[src/rtl/bgt_pkg.sv]
package bgt_pkg;
    localparam int HALVES_PER_BIT = 2;
    localparam int OFFSET_HALVES  = 3;
endpackage

[src/rtl/bgt_limit.sv]
module bgt_limit #(
    parameter int GUARD_W = 5,
    localparam int CNT_W  = GUARD_W + 2
) (
    input  logic [GUARD_W-1:0] guard_cfg,
    output logic [CNT_W-1:0]   limit
);
    import bgt_pkg::*;

    always_comb begin
        limit = CNT_W'(HALVES_PER_BIT) * CNT_W'(guard_cfg) + CNT_W'(OFFSET_HALVES);
    end
endmodule

[src/rtl/bgt_elapsed.sv]
module bgt_elapsed #(
    parameter int CNT_W = 7
) (
    input  logic             clk,
    input  logic             rst_n,
    input  logic             half_tick,
    input  logic             rx_start,
    input  logic             launch,
    input  logic [CNT_W-1:0] limit,
    output logic             permit
);
    typedef struct packed {
        logic             armed;
        logic [CNT_W-1:0] cnt;
    } el_state_t;

    el_state_t st_d, st_q;

    always_comb begin
        st_d = st_q;
        if (rx_start) begin
            st_d.armed = 1'b1;
            st_d.cnt   = '0;
        end else begin
            if (launch)
                st_d.armed = 1'b0;
            if (st_q.armed && half_tick && (st_q.cnt < limit))
                st_d.cnt = st_q.cnt + 1'b1;
        end
    end

    always_ff @(posedge clk or negedge rst_n) begin
        if (!rst_n) st_q <= '0;
        else        st_q <= st_d;
    end

    assign permit = !st_q.armed || (st_q.cnt >= limit);

    AST_RX_RESTARTS: assert property (@(posedge clk) disable iff (!rst_n)
        rx_start |=> (st_q.armed && st_q.cnt == '0));
    AST_TICK_ADVANCES: assert property (@(posedge clk) disable iff (!rst_n)
        (!rx_start && st_q.armed && half_tick && st_q.cnt < limit)
        |=> (st_q.cnt == $past(st_q.cnt) + 1'b1));
    AST_NO_TICK_HOLD: assert property (@(posedge clk) disable iff (!rst_n)
        (!rx_start && !half_tick) |=> $stable(st_q.cnt));
endmodule

[src/rtl/bgt_launch.sv]
module bgt_launch (
    input  logic clk,
    input  logic rst_n,
    input  logic tx_req,
    input  logic rx_start,
    input  logic permit,
    output logic launch,
    output logic tx_start
);
    typedef struct packed {
        logic pending;
        logic start;
    } ln_state_t;

    ln_state_t st_d, st_q;

    always_comb begin
        launch        = st_q.pending && permit && !rx_start;
        st_d.pending  = tx_req || (st_q.pending && !launch);
        st_d.start    = launch;
    end

    always_ff @(posedge clk or negedge rst_n) begin
        if (!rst_n) st_q <= '0;
        else        st_q <= st_d;
    end

    assign tx_start = st_q.start;

    AST_REQ_PENDS: assert property (@(posedge clk) disable iff (!rst_n)
        tx_req |=> st_q.pending);
    AST_NO_EARLY_START: assert property (@(posedge clk) disable iff (!rst_n)
        !permit |=> !tx_start);
    AST_RX_BLOCKS: assert property (@(posedge clk) disable iff (!rst_n)
        rx_start |=> !tx_start);
endmodule

[src/rtl/bgt_enforcer.sv]
module bgt_enforcer #(
    parameter int GUARD_W = 5,
    localparam int CNT_W  = GUARD_W + 2
) (
    input  logic               clk,
    input  logic               rst_n,
    input  logic               half_tick,
    input  logic               rx_start,
    input  logic               tx_req,
    input  logic [GUARD_W-1:0] guard_cfg,
    output logic               tx_permit,
    output logic               tx_start
);
    logic [CNT_W-1:0] limit;
    logic             permit;
    logic             launch;

    bgt_limit #(.GUARD_W(GUARD_W)) u_limit (
        .guard_cfg (guard_cfg),
        .limit     (limit)
    );

    bgt_elapsed #(.CNT_W(CNT_W)) u_elapsed (
        .clk       (clk),
        .rst_n     (rst_n),
        .half_tick (half_tick),
        .rx_start  (rx_start),
        .launch    (launch),
        .limit     (limit),
        .permit    (permit)
    );

    bgt_launch u_launch (
        .clk      (clk),
        .rst_n    (rst_n),
        .tx_req   (tx_req),
        .rx_start (rx_start),
        .permit   (permit),
        .launch   (launch),
        .tx_start (tx_start)
    );

    assign tx_permit = permit;

    AST_LAUNCH_CLEARS: assert property (@(posedge clk) disable iff (!rst_n)
        tx_start |-> tx_permit);
endmodule

[config.mk]
export PLATFORM = sky130hd
export DESIGN_NAME = bgt_enforcer
export DESIGN_NICKNAME = d
export VERILOG_FILES = /design/src/rtl/bgt_pkg.sv /design/src/rtl/bgt_limit.sv /design/src/rtl/bgt_elapsed.sv /design/src/rtl/bgt_launch.sv /design/src/rtl/bgt_enforcer.sv
export SDC_FILE = /design/constraint.sdc
export NUM_CORES = 1
export LEC_CHECK = 0
export BUFFER_PORTS_ARGS = -buffer_cell sky130_fd_sc_hd__buf_2
export CORE_AREA = 2 2 39 41
export CTS_CLUSTER_DIAMETER = 120
export DETAILED_ROUTE_END_ITERATION = 16
export DIE_AREA = 0 0 41 43
export PLACE_DENSITY = 0.73
export REMOVE_ABC_BUFFERS = 1
export SYNTH_ARGS = -nofsm -noshare
export SYNTH_HDL_FRONTEND = slang
export SYNTH_SLANG_ARGS = --single-unit
[constraint.sdc]
create_clock -name clk -period 5.5 [get_ports clk]
set_input_delay 1.1 -clock clk [delete_from_list [all_inputs] [get_ports clk]]
set_output_delay 1.1 -clock clk [all_outputs]
set_load 0.01 [all_outputs]
==> flow_metrics.env <==
export IMPL_die_width_um=41
export IMPL_r2r_end="u_elapsed.st_q[5]"
export IMPL_wl_met2_um=558
export IMPL_slew_headroom=0.767
export IMPL_cts_sinks=10
export IMPL_ir_worst_vdd_mv=0.141
export IMPL_syn2layout_area_growth_pct=15.4
export IMPL_syn_inst=68
export IMPL_cts_tree="done"
export IMPL_antenna_found_initial=0
export IMPL_grt_usage=0.177
export IMPL_crit_fanout=5
export IMPL_finalNetCount=101
export IMPL_p_leak_nw=0.380
export IMPL_setup_violations=0
export IMPL_tightest_slew_ns=0.350
export IMPL_layout_min_cycle_time_ns=3.76
export IMPL_grt_ovfl_total=0
export IMPL_rr_worst_depth=6
export IMPL_drtIter0Drc=4
export IMPL_initial_utilization=0.504
export IMPL_ctsLongestPathBuffers=2
export IMPL_synth_warning_count=0
export IMPL_cts_resized=0
export IMPL_mostFrequentLayoutCells="buf_2 (11), dfrtp_1 (10), ha_1 (8)"
export IMPL_ff2ff_setup_slack_ns=3.38
export IMPL_drv_slew=0
export IMPL_r2r_start="u_elapsed.st_q[1]"
export IMPL_fillCellCount=116
export IMPL_setup_tns_ns=0
export IMPL_cts_htree_levels=1
export IMPL_drc=0
export IMPL_final_period_utilization=0.684
export IMPL_powerDensity_mw_per_mm2=238
export IMPL_grt_max_degree=13
export IMPL_met3_length_um=37
export IMPL_path_clk_slew_ns=0.06
export IMPL_grt_pass1_wl_um=2080
export IMPL_detail_route_vias_per_cell=5.33
export IMPL_die_area_mm2=0.00176
export IMPL_syn_area_per_cell_um2=10.2
export IMPL_top_layer="met4"
export IMPL_drv_cap=0
export IMPL_rows=14
export IMPL_yosys_register_bits=10
export IMPL_crit_required_ns=4.40
export IMPL_clockRootBuffer="clkbuf_4"
export IMPL_ctsHoldBuffers=0
export IMPL_outcome="finished clean"
export IMPL_wl_met1_um=544
export IMPL_finClkSkew_ns=0.00323
export IMPL_io_pins=12
export IMPL_die_h_um=43
export IMPL_hold_path_class="reg2reg"
export IMPL_crit_path_start_kind="input port"
export IMPL_crit_type="in2out"
export IMPL_netlist_area_um2=697
export IMPL_crit_start="guard_cfg[0]"
export IMPL_cts_setup_buffers=0
export IMPL_num_vias=522
export IMPL_cts_buffers=3
export IMPL_drt_first_pass_iters=3
export IMPL_clk_latency_ns=0.27
export IMPL_io_buffers=11
export IMPL_gp_congestion=0.770
export IMPL_finalHoldViolations=0
export IMPL_ff_latch_area_um2=250
export IMPL_grt_pass1_vias=538
export IMPL_core_mm2=0.00138
export IMPL_post_route_cells_drive_above_1_share=0.244
export IMPL_multiInputGateArea_um2=428
export IMPL_dp_hpwl_um=928
export IMPL_rsz0062_at_grt="false"
export IMPL_hold_ws_ns=0.481
export IMPL_yosysSeqAreaShare=0.359
export IMPL_wl_per_cell_um=11.9
export IMPL_cp_end_kind="output pin"
export IMPL_drt_total_wl_um=1170
export IMPL_ant_nets=0
export IMPL_synthDistinctLibCells=29
export IMPL_max_freq_mhz=266
export IMPL_critPathCapture="tx_permit"
export IMPL_worst_ep_arrival_time_ns=2.66
export IMPL_mostFrequentLayoutCell="buf_2"
export IMPL_diodes=0
[flip-flops by register name (all words and copies together) (netlist names)]
signal             flops
u_launch.st_q          1
u_launch.tx_start      1
u_elapsed.st_q         8
[area by class of cell]
type / count / area share
multi-input combinational: 53 / 0.532
sequential: 10 / 0.311
timing repair buffer: 11 / 0.0684
clock buffer: 4 / 0.0451
tap: 16 / 0.0249
inverter: 4 / 0.0187
[layer usage]
metal | global-route usage | vias up
met3 | 0.0157 | 2
met2 | 0.266 | 9
met1 | 0.223 | 242
met4 | 0.133 | 0
met5 | 0 | -
li1 | - | 269
[cell usage after synthesis]
library cell,number,share of area
dfrtp_1,10,0.36
ha_1,8,0.14
nor2_1,7,0.038
xnor2_1,5,0.063
inv_1,4,0.022
nand2_1,4,0.022
a2111oi_2,2,0.043
a21oi_1,2,0.014
mux2_1,2,0.032
nand2b_1,2,0.018
nand3_1,2,0.014
nor2b_1,2,0.018
xor2_1,2,0.025
a211oi_1,1,0.011
a211oi_2,1,0.018
a211oi_4,1,0.029
a21o_1,1,0.011
and2_1,1,0.0090
and3_1,1,0.0090
and4_1,1,0.013
clkbuf_1,1,0.0054
mux2i_1,1,0.014
nand3b_1,1,0.011
nand4_1,1,0.0090
nor3b_1,1,0.011
o211ai_1,1,0.011
o21ai_1,1,0.0072
o21ai_2,1,0.013
or2_1,1,0.0090
[logic make-up after synthesis]
group                    count (synthesis)  synth area share
multiplexers                             3            0.0467
buffers and inverters                    5            0.0269
flip-flops                              10             0.359
AO/OA/AOI/OAI                           11             0.156
adder cells (fa/ha/maj)                  8             0.144
XOR/XNOR                                 7            0.0880
AND/OR/NAND/NOR                         24             0.180
[report_power, final]
group          internal [mW]  total, mW  switching (mW)  leakage, nW
clock                 0.0402     0.0660          0.0258       0.0210
sequential            0.0788     0.0833         0.00447        0.128
combinational         0.0186     0.0419          0.0233        0.230
total                  0.138      0.191          0.0536        0.380
[metrics by stage]
step	area (µm²)	util	power (mW)	instances	setup slack (ns)
2_1_floorplan	693	-	0.113	67	2.06
3_3_place_gp	768	0.555	0.125	94	1.78
3_5_place_dp	768	0.555	0.127	94	1.74
4_1_cts	805	0.581	0.194	98	1.73
5_1_grt	805	0.581	0.206	98	1.54
6_report	805	0.581	0.191	98	1.74
[worst min path at each step]
stage	startpoint	end	cells past startpoint
after floorplan	u_elapsed.st_q[7]	u_elapsed.st_q[7]	1
after global placement	u_elapsed.st_q[7]	u_elapsed.st_q[7]	1
after detailed placement	u_elapsed.st_q[7]	u_elapsed.st_q[7]	1
after CTS	u_elapsed.st_q[7]	u_elapsed.st_q[7]	1
after global routing	u_elapsed.st_q[7]	u_elapsed.st_q[7]	1
final	u_elapsed.st_q[7]	u_elapsed.st_q[7]	1
[worst max-delay path: stages]
cell	delay (ns)
buf_2	0.12
ha_1	0.28
inv_1	0.04
ha_1	0.26
o211ai_1	0.21
o21ai_2	0.16
a21oi_1	0.28
inv_1	0.07
buf_2	0.14
No activity file was read; power rests on OpenSTA's default activity.
